$ cat src/rtl/pd_pkg.sv
`timescale 1ns/1ps
// Package: shared encodings for the prefix and opcode-map decoder.
// Assumes 8-bit stream bytes; codes here are visible at the top ports.
package pd_pkg;
    localparam int BYTE_W = 8;

    typedef enum logic [1:0] {
        MAP_BASE = 2'd0,
        MAP_0F   = 2'd1,
        MAP_0F38 = 2'd2
    } map_e;

    typedef enum logic [1:0] {
        SEL_NONE = 2'd0,
        SEL_66   = 2'd1,
        SEL_F3   = 2'd2,
        SEL_F2   = 2'd3
    } sel_e;

    typedef enum logic [1:0] {
        HINT_NONE = 2'd0,
        HINT_NT   = 2'd1,
        HINT_T    = 2'd2
    } hint_e;

    typedef enum logic [2:0] {
        BK_OTHER = 3'd0,
        BK_SEG   = 3'd1,
        BK_OPSZ  = 3'd2,
        BK_REPNE = 3'd3,
        BK_REPE  = 3'd4,
        BK_MISC  = 3'd5,
        BK_REX   = 3'd6,
        BK_ESC   = 3'd7
    } kind_e;
endpackage

$ cat src/rtl/pd_classify.sv
`timescale 1ns/1ps
// Module: pd_classify
// Purely combinational sort of one stream byte into a prefix kind and,
// for segment bytes, a 3-bit segment code. Assumes 32-bit mode, with
// 40h-4Fh treated as REX as the decoder contract requires.
module pd_classify
    import pd_pkg::*;
(
    input  logic [BYTE_W-1:0] b,
    output kind_e             kind,
    output logic [2:0]        seg_code
);
    // Byte kind and segment code lookup
    always_comb begin
        kind     = BK_OTHER;
        seg_code = 3'd0;
        case (b)
            8'h26: begin kind = BK_SEG; seg_code = 3'd1; end
            8'h2E: begin kind = BK_SEG; seg_code = 3'd2; end
            8'h36: begin kind = BK_SEG; seg_code = 3'd3; end
            8'h3E: begin kind = BK_SEG; seg_code = 3'd4; end
            8'h64: begin kind = BK_SEG; seg_code = 3'd5; end
            8'h65: begin kind = BK_SEG; seg_code = 3'd6; end
            8'h66: kind = BK_OPSZ;
            8'hF2: kind = BK_REPNE;
            8'hF3: kind = BK_REPE;
            8'hF0, 8'h67: kind = BK_MISC;
            8'h0F: kind = BK_ESC;
            default: if (b[7:4] == 4'h4) kind = BK_REX;
        endcase
    end
endmodule

$ cat src/rtl/pd_collect.sv
`timescale 1ns/1ps
// Module: pd_collect
// Holds the prefix state for the instruction in flight and decides, for
// each accepted byte, whether it completes a record. Record fields are
// formed combinationally from state plus the current byte; the caller
// registers them. Assumes `take` is high only for an accepted byte.
module pd_collect
    import pd_pkg::*;
#(
    parameter int MAX_LEN = 15,
    localparam int LEN_W = $clog2(MAX_LEN + 1)
) (
    input  logic              clk,
    input  logic              rst_n,
    input  logic              take,
    input  logic [BYTE_W-1:0] b,
    input  kind_e             kind,
    input  logic [2:0]        seg_code,
    output logic              emit,
    output logic              f_err,
    output logic [LEN_W-1:0]  f_len,
    output map_e              f_map,
    output sel_e              f_sel,
    output logic              f_opsize,
    output logic              f_rep,
    output hint_e             f_hint,
    output logic [2:0]        f_seg,
    output logic              f_rex_v,
    output logic [3:0]        f_rex,
    output logic              f_nop
);
    typedef enum logic [1:0] {PH_PFX, PH_ESC, PH_ESC38} phase_e;

    phase_e           phase;
    logic [LEN_W-1:0] cnt;
    logic             saw66;
    sel_e             rep_q;
    logic [2:0]       seg_q;
    logic             rex_v_q;
    logic [3:0]       rex_q;

    logic             is_final;
    logic             len_hit;
    logic             jcc;
    logic [LEN_W-1:0] cnt_nxt;

    // Completion, length limit and field formation for the current byte
    always_comb begin
        cnt_nxt  = cnt + 1'b1;
        len_hit  = (cnt_nxt == LEN_W'(MAX_LEN));
        case (phase)
            PH_PFX:  is_final = (kind == BK_OTHER);
            PH_ESC:  is_final = (b != 8'h38);
            default: is_final = 1'b1;
        endcase
        emit  = take && (is_final || len_hit);
        f_err = !is_final;
        f_len = cnt_nxt;
        case (phase)
            PH_PFX:  f_map = MAP_BASE;
            PH_ESC:  f_map = MAP_0F;
            default: f_map = MAP_0F38;
        endcase
        f_sel    = (rep_q != SEL_NONE) ? rep_q : (saw66 ? SEL_66 : SEL_NONE);
        f_opsize = saw66;
        f_rep    = (f_map == MAP_BASE) && (rep_q != SEL_NONE);
        jcc      = ((f_map == MAP_BASE) && (b[7:4] == 4'h7)) ||
                   ((f_map == MAP_0F)   && (b[7:4] == 4'h8));
        f_hint   = HINT_NONE;
        if (jcc && seg_q == 3'd2) f_hint = HINT_NT;
        if (jcc && seg_q == 3'd4) f_hint = HINT_T;
        f_seg    = (f_hint != HINT_NONE) ? 3'd0 : seg_q;
        f_rex_v  = rex_v_q;
        f_rex    = rex_q;
        f_nop    = ((f_map == MAP_BASE) && (b == 8'h90) && (rep_q == SEL_NONE)) ||
                   ((f_map == MAP_0F) && (b == 8'h1F));
    end

    // Prefix state update; everything clears when a record is emitted
    always_ff @(posedge clk) begin
        if (!rst_n || emit) begin
            phase   <= PH_PFX;
            cnt     <= '0;
            saw66   <= 1'b0;
            rep_q   <= SEL_NONE;
            seg_q   <= 3'd0;
            rex_v_q <= 1'b0;
            rex_q   <= 4'd0;
        end else if (take) begin
            cnt <= cnt_nxt;
            if (phase == PH_PFX) begin
                case (kind)
                    BK_SEG:   begin seg_q <= seg_code; rex_v_q <= 1'b0; end
                    BK_OPSZ:  begin saw66 <= 1'b1;     rex_v_q <= 1'b0; end
                    BK_REPNE: begin rep_q <= SEL_F2;   rex_v_q <= 1'b0; end
                    BK_REPE:  begin rep_q <= SEL_F3;   rex_v_q <= 1'b0; end
                    BK_MISC:  rex_v_q <= 1'b0;
                    BK_REX:   begin rex_v_q <= 1'b1;   rex_q <= b[3:0]; end
                    BK_ESC:   phase <= PH_ESC;
                    default:  ;
                endcase
            end else if (phase == PH_ESC) begin
                phase <= PH_ESC38;
            end
        end
    end
endmodule

$ cat src/rtl/insn_pfx_decode.sv
`timescale 1ns/1ps
// Module: insn_pfx_decode (top)
// Accepts one instruction byte per handshake, delegates classification
// and prefix collection, and holds each decode record in an output
// register until the consumer takes it. Assumes 32-bit mode.
module insn_pfx_decode
    import pd_pkg::*;
#(
    parameter int MAX_LEN = 15,
    localparam int LEN_W = $clog2(MAX_LEN + 1)
) (
    input  logic              clk,
    input  logic              rst_n,
    input  logic              in_valid,
    output logic              in_ready,
    input  logic [7:0]        in_byte,
    output logic              out_valid,
    input  logic              out_ready,
    output logic              rec_err,
    output logic [LEN_W-1:0]  rec_len,
    output logic [1:0]        rec_map,
    output logic [7:0]        rec_opcode,
    output logic [1:0]        rec_sel,
    output logic              rec_opsize,
    output logic              rec_rep,
    output logic [1:0]        rec_hint,
    output logic [2:0]        rec_seg,
    output logic              rec_rex_v,
    output logic [3:0]        rec_rex,
    output logic              rec_nop
);
    kind_e            kind;
    logic [2:0]       seg_code;
    logic             take;
    logic             emit;
    logic             f_err, f_opsize, f_rep, f_rex_v, f_nop;
    logic [LEN_W-1:0] f_len;
    map_e             f_map;
    sel_e             f_sel;
    hint_e            f_hint;
    logic [2:0]       f_seg;
    logic [3:0]       f_rex;

    // Input acceptance: stall only while an untaken record is held
    always_comb begin
        in_ready = !out_valid || out_ready;
        take     = in_valid && in_ready;
    end

    pd_classify i_classify (
        .b        (in_byte),
        .kind     (kind),
        .seg_code (seg_code)
    );

    pd_collect #(.MAX_LEN(MAX_LEN)) i_collect (
        .clk      (clk),
        .rst_n    (rst_n),
        .take     (take),
        .b        (in_byte),
        .kind     (kind),
        .seg_code (seg_code),
        .emit     (emit),
        .f_err    (f_err),
        .f_len    (f_len),
        .f_map    (f_map),
        .f_sel    (f_sel),
        .f_opsize (f_opsize),
        .f_rep    (f_rep),
        .f_hint   (f_hint),
        .f_seg    (f_seg),
        .f_rex_v  (f_rex_v),
        .f_rex    (f_rex),
        .f_nop    (f_nop)
    );

    // Output valid flag: set on emit, cleared when taken
    always_ff @(posedge clk) begin
        if (!rst_n)         out_valid <= 1'b0;
        else if (emit)      out_valid <= 1'b1;
        else if (out_ready) out_valid <= 1'b0;
    end

    // Record register: loads on emit, otherwise holds
    always_ff @(posedge clk) begin
        if (!rst_n) begin
            rec_err    <= 1'b0;
            rec_len    <= '0;
            rec_map    <= 2'd0;
            rec_opcode <= 8'd0;
            rec_sel    <= 2'd0;
            rec_opsize <= 1'b0;
            rec_rep    <= 1'b0;
            rec_hint   <= 2'd0;
            rec_seg    <= 3'd0;
            rec_rex_v  <= 1'b0;
            rec_rex    <= 4'd0;
            rec_nop    <= 1'b0;
        end else if (emit) begin
            rec_err    <= f_err;
            rec_len    <= f_len;
            rec_map    <= f_map;
            rec_opcode <= in_byte;
            rec_sel    <= f_sel;
            rec_opsize <= f_opsize;
            rec_rep    <= f_rep;
            rec_hint   <= f_hint;
            rec_seg    <= f_seg;
            rec_rex_v  <= f_rex_v;
            rec_rex    <= f_rex;
            rec_nop    <= f_nop;
        end
    end
endmodule

$ cat config.mk
export PLATFORM = sky130hd
export DESIGN_NAME = insn_pfx_decode
export DESIGN_NICKNAME = d
export VERILOG_FILES = /design/src/rtl/pd_pkg.sv /design/src/rtl/pd_classify.sv /design/src/rtl/pd_collect.sv /design/src/rtl/insn_pfx_decode.sv
export SDC_FILE = /design/constraint.sdc
export NUM_CORES = 1
export LEC_CHECK = 0
export ABC_CLOCK_PERIOD_IN_PS = 2500
export BUFFER_PORTS_ARGS = -buffer_cell sky130_fd_sc_hd__buf_2
export CAP_MARGIN = 10
export CORE_MARGIN = 3
export CORE_UTILIZATION = 45
export CTS_CLUSTER_SIZE = 8
export DETAILED_ROUTE_END_ITERATION = 8
export GPL_TIMING_DRIVEN = 0
export PLACE_DENSITY = 0.65
export SYNTH_ARGS = -nofsm -noshare
export SYNTH_HDL_FRONTEND = slang
export SYNTH_HIERARCHICAL = 1
export SYNTH_SLANG_ARGS = --single-unit
$ cat constraint.sdc
create_clock -name clk -period 2.5 [get_ports clk]
set_input_delay 0 -clock clk [delete_from_list [all_inputs] [get_ports clk]]
set_output_delay 0 -clock clk [all_outputs]
set_load 0.01 [all_outputs]
Yosys cells after proc, flatten, opt, wreduce, memory -nomap -nowiden:

Cells that the tools add are included.

* flip-flop bits (word level): 48

* $add $sub $neg: 1
* eq/ne operators: 31
* multiplexer cells: 17
* reduce and logical (&&, ||, !) cells: 37

Operator list (count)
* one-hot mux 3 bit (6 select lines): 2
* equality test 8 x 6 -> 1 bit, second input constant: 4
* equality test 8 x 7 -> 1 bit, second input constant: 4
* equality test 8 bit, second input constant: 4
* AND reduction 3 bit: 6
* equality test 3 bit, second input constant: 5
* nonzero test 2 bit: 6
* logical AND 1 bit: 10
* 2-to-1 mux 2 bit: 5
* equality test 3 x 2 -> 1 bit, second input constant: 3
* equality test 4 x 3 -> 1 bit, second input constant: 2
* equality test 4 bit, second input constant: 2
* equality test 8 x 4 -> 1 bit, second input constant: 1
* equality test 8 x 5 -> 1 bit, second input constant: 1
* != test 8 x 6 -> 1 bit, second input constant: 1
* one-hot mux 2 bit (2 select lines): 2
* zero test 2 bit: 3
* 2-to-1 mux 3 bit: 2
* OR reduction 6 bit: 1
* logical OR 1 bit: 5
* OR reduction 5 bit: 1
* adder 4 x 1 -> 4 bit, second input constant: 1
* equality test 2 x 1 -> 1 bit, second input constant: 2
* 2-to-1 mux 1 bit: 4
* other kinds (6): 9

Depth between registers and ports, before layout:

* depth after elaboration: 10
* gate-level depth with buffers: 12
* depth with buffers taken out: 9

By module:

Netlist, hierarchy kept.

By module, submodules not included
* insn_pfx_decode: instances 1, cells each 102, area an instance 1214.9 µm², sequential area each 620.6 µm²
* pd_collect: instances 1, cells each 125, area an instance 1158.6 µm², sequential area each 340.3 µm²
* pd_classify: instances 1, cells each 28, area an instance 202.7 µm², sequential area each 0.0 µm²

Worst setup path after synthesis:

No wires, ideal clock.

* path kind: input to register
* from: input in_byte[2]
* to: register rec_hint[1]
* setup time: 0.116 ns
* data arrival time: 2.217 ns
* slack: 0.167 ns
* stages on the path: 12
* buffers on the path: 3
* cells stage by stage: and4b_1 -> a21oi_1 -> o32ai_1 -> nor3_1 -> nor3_1 -> o221ai_2 -> buf_6 -> and2_2 -> buf_6 -> buf_12 -> mux2i_1 -> nor2b_1

* cells in the longest elaborated chain, start to end: 7
* elaborated cells between the ends (all ways): 20
* classes of those cells: eq/ne (13); mux (2); reduce/logical (5)

RTL lines
* start, declared: RTL line insn_pfx_decode.sv:16 `input logic [7:0] in_byte,`
* equality test 8 x 6 -> 1 bit, or another cell as far along: RTL line pd_classify.sv:17 `case (b)`
* OR reduction 6 bit (no source line) / OR reduction 2 bit (equally long branches)
* one-hot mux 3 bit (6 select lines) *: RTL line pd_classify.sv:17
* via kind[1]: RTL line insn_pfx_decode.sv:32 `kind_e kind;`
* zero test 3 bit *: RTL line pd_collect.sv:52 `PH_PFX: is_final = (kind == BK_OTHER);`
* one-hot mux 1 bit (2 select lines) *: RTL line pd_collect.sv:51 `case (phase)`
* logical OR 1 bit *: RTL line pd_collect.sv:56 `emit = take && (is_final || len_hit);`
* logical AND 1 bit *: RTL line pd_collect.sv:56
* via emit: RTL line insn_pfx_decode.sv:35 `logic emit;`
* end signal, assigned: RTL line insn_pfx_decode.sv:107 `rec_hint <= f_hint;`
* end, declared: RTL line insn_pfx_decode.sv:26 `output logic [1:0] rec_hint,`

The timed path passes the listed nets; every way through them passes the cells marked *.
A chain may end at the register's enable or synchronous reset.

Worst setup path in the final report:

* from: input in_byte[3]
* to: register rec_opcode[2]

* cells in the longest elaborated chain, start to end: 7
* elaborated cells between the ends (all ways): 20
* classes of those cells: eq/ne (13); mux (2); reduce/logical (5)

RTL lines
* equality test 8 x 6 -> 1 bit, or another cell as far along: RTL line pd_classify.sv:17
* OR reduction 6 bit (no source line) / OR reduction 2 bit (equally long branches)
* one-hot mux 3 bit (6 select lines) *: RTL line pd_classify.sv:17
* via kind[0]: RTL line insn_pfx_decode.sv:32
* zero test 3 bit *: RTL line pd_collect.sv:52
* one-hot mux 1 bit (2 select lines) *: RTL line pd_collect.sv:51
* logical OR 1 bit *: RTL line pd_collect.sv:56
* logical AND 1 bit *: RTL line pd_collect.sv:56
* via emit: RTL line insn_pfx_decode.sv:35
* end signal, assigned: RTL line insn_pfx_decode.sv:103 `rec_opcode <= in_byte;`
* end, declared: RTL line insn_pfx_decode.sv:22 `output logic [7:0] rec_opcode,`

Marks and branches as above.

==> results.yml <==
layout:
  final_common_cell: "dfxtp_1"
  antennaDiodeCount: 0
  drive_above_1_share: 0.299
  multi_input_area_mm2: 0.00143
  fillers: 509
  stdcell_count: 381
  final_nets: 325
  final_cell_mix: "48 x dfxtp_1, 43 x buf_2, 34 x mux2i_1"
  area_delta_synth_final_pct: 17.4
  seqCellArea_um2: 961
timing:
  clock_skew_ps: 7.55
  fmax_mhz: 434
  fin_crit_ps: 2300
  slew_viol_final: 0
  worst_pin_slew_ps: 616
  post-route-period-util: 0.921
  worst_slack_ps: 197
  max-slew-margin-rel: 0.585
  setup_viol: 0
  hold_violations: 0
setup_path:
  path_depth: 13
  critPathRequiredTime_ps: 2690
  crit_type: "primary input to flop"
  critPathTopFamily: "simple AND/OR/NAND/NOR gates"
  arrival_ps: 2490
  path_cells: "buf_2, and3b_2, o211ai_1, nand4_1, nor3_2, nor3_2, o221ai_2, buf_6, and2_2, buf_6, buf_12, mux2i_1, nor2b_1"
  crit_fanout: 12
  cp-start-kind: "primary input"
  crit_path_max_incr_delay_ps: 330
  r2r_cells: 10
  cp_slowest_cell: "nor3_2"
  worst-path-buf-inv: 4
  end_kind: "flop"
synth:
  yosysSeqAreaShare: 0.373
  synth_cell_type_count: 53
  syn-num-nets: 269
  synth_edf_count: 0
  synth_top_area_frac: 0.373
  syn-cell-area_mm2: 0.00258
  synth_cells: 255
  avgSynthCellArea_um2: 10.1
  yosysWarningCount: 6
  yosysTopAreaCell: "dfxtp_1"
  synth-seq-cells: 48
  synthArstFlopShare: 0
  synthFlopType: "dfxtp_1"
  synth_area_leaders: "dfxtp_1 37%, mux2i_1 13%, nor2b_1 7.5%, a211oi_2 3.9%, buf_12 2.3%"
place:
  dp_cells: 368
  gp_congestion: 0.874
  dp_slack_ps: -533
  dp_hpwl_mm: 3.96
  io_buffers: 43
power:
  power_mw: 1.49
  vdd_drop_max_uv: 314
  p_leak_nw: 1.26
  p_per_area_mw_per_mm2: 491
die:
  coreArea_mm2: 0.00534
  die_y_um: 81.7
  ios: 44
  die_w_um: 81.7
  dieArea_mm2: 0.00667
  start_util: 0.483
  rows: 26
clock_network:
  clockBufferDepth: 2
  cts-buffers-inserted: 5
  clock-root-buffer: "clkbuf_8"
  clkSinkCount: 48
  cts_tree: "done"
  postCtsHoldBufs: 0
  clkTransAtPathRegs_ps: 80
  insertion_delay_ps: 300
  htreeDepth: 2
global_routing:
  grt_pass1_vias: 1825
  grt_max_degree: 14
  grt_pass1_wl_mm: 9.09
  grt_util_met2: 0.282
  busiest_layer: "met2"
  overflow: 0
  grtUsageMet3: 0.0351
  antenna_found_initial: 0
  grt_use_met1: 0.244
  grt_use_total: 0.177
routing:
  drtPass1Iterations: 4
  ant_nets: 0
  wl_per_cell_um: 14.6
  drt_wl_total_mm: 5.57
  drc: 0
  vias: 2000
  drtIter0Drc: 144
  viasPerCell: 5.25
outcome:
  status: "completed"
hold_path:
  hold_path.class: "primary input to flop"
  whs_path_depth: 3
run:
  drv_cap: 0
-- cell type report --
type / count / area share
inverter: 10 / 0.0124
clock buffer: 6 / 0.0240
tap: 70 / 0.0289
timing repair buffer: 49 / 0.0860
clock inverter: 1 / 0.00165
multi-input combinational: 180 / 0.473
sequential: 48 / 0.318
buffer: 17 / 0.0562
-- registers in the layout, summed over array words and instances, names as in the netlist, 2 cells and up --
| register | count |
|---|---|
| i_collect/seg_q | 3 |
| rec_len | 4 |
| rec_sel | 2 |
| rec_seg | 3 |
| i_collect/phase | 2 |
| i_collect/cnt | 4 |
| rec_opcode | 8 |
| rec_rex | 4 |
| rec_hint | 2 |
| i_collect/rep_q | 2 |
| rec_map | 2 |
| i_collect/f_rex | 4 |
-- what timing repair did --
item	4_1_cts	5_1_grt
buffers inserted	1	5
pin swaps	1	3
endpoints found under the setup margin	31	30
resized for setup	1	3
-- Yosys cell counts (4+ instances only) --
library cell and n:
nor2b_1 31, mux2i_1 34, nor3b_1 6, a211oi_2 8
o21ai_0 6, inv_1 10, a221oi_1 6, clkbuf_1 7
nor3_1 4, nand2_1 12, nor2_1 5, dfxtp_1 48
a21oi_1 5, nand3_1 7
-- per-stage QoR --
| step | util | cell area, um2 | hold slack [ps] | TNS, ps |
|---|---|---|---|---|
| 2_1_floorplan | - | 2580 | 149 | 0 |
| 3_3_place_gp | 0.540 | 2880 | 321 | -16640 |
| 3_5_place_dp | 0.540 | 2880 | 330 | -15650 |
| 4_1_cts | 0.557 | 2970 | 24.6 | 0 |
| 5_1_grt | 0.567 | 3030 | 29.3 | -23.3 |
| 6_report | 0.567 | 3030 | 27.7 | 0 |
-- power by group --
group	leakage, nW	switching (mW)	internal, mW
combinational	0.835	0.138	0.119
sequential	0.389	0.0116	0.782
clock	0.0410	0.245	0.191
-- worst reg2reg max path: stages, from the launching register on --
cell and delay [ps]:
dfxtp_1 450, ha_1 220, and2b_2 240, a21oi_1 180, o221ai_2 140, buf_6 170, and2_2 200, buf_6 140
buf_12 140, mux2i_1 160, nor2b_1 60
-- final timing paths --
path	slack (ps)	start	endpoint
worst max-delay path	200	in_byte[3]	rec_opcode[2]
worst min-delay path	30	out_ready	out_valid
worst max register to register	290	i_collect/cnt[1]	rec_opcode[2]
worst min register to register	510	i_collect/seg_q[0]	i_collect/seg_q[0]
-- cell families after synthesis --
kind of cell / share of synthesized area
adder cells (fa/ha/maj): 0.00971
AO/OA/AOI/OAI: 0.132
AND/OR/NAND/NOR: 0.256
XOR/XNOR: 0.0170
flip-flops: 0.373
multiplexers: 0.132
buffers and inverters: 0.0806
-- routing by layer --
| metal | vias to the layer above | wire length [um] |
|---|---|---|
| met4 | 0 | 55 |
| met5 | - | 0 |
| li1 | 1021 | - |
| met2 | 50 | 2410 |
| met3 | 4 | 312 |
| met1 | 925 | 2790 |
No activity file was read; power rests on OpenSTA's default activity.
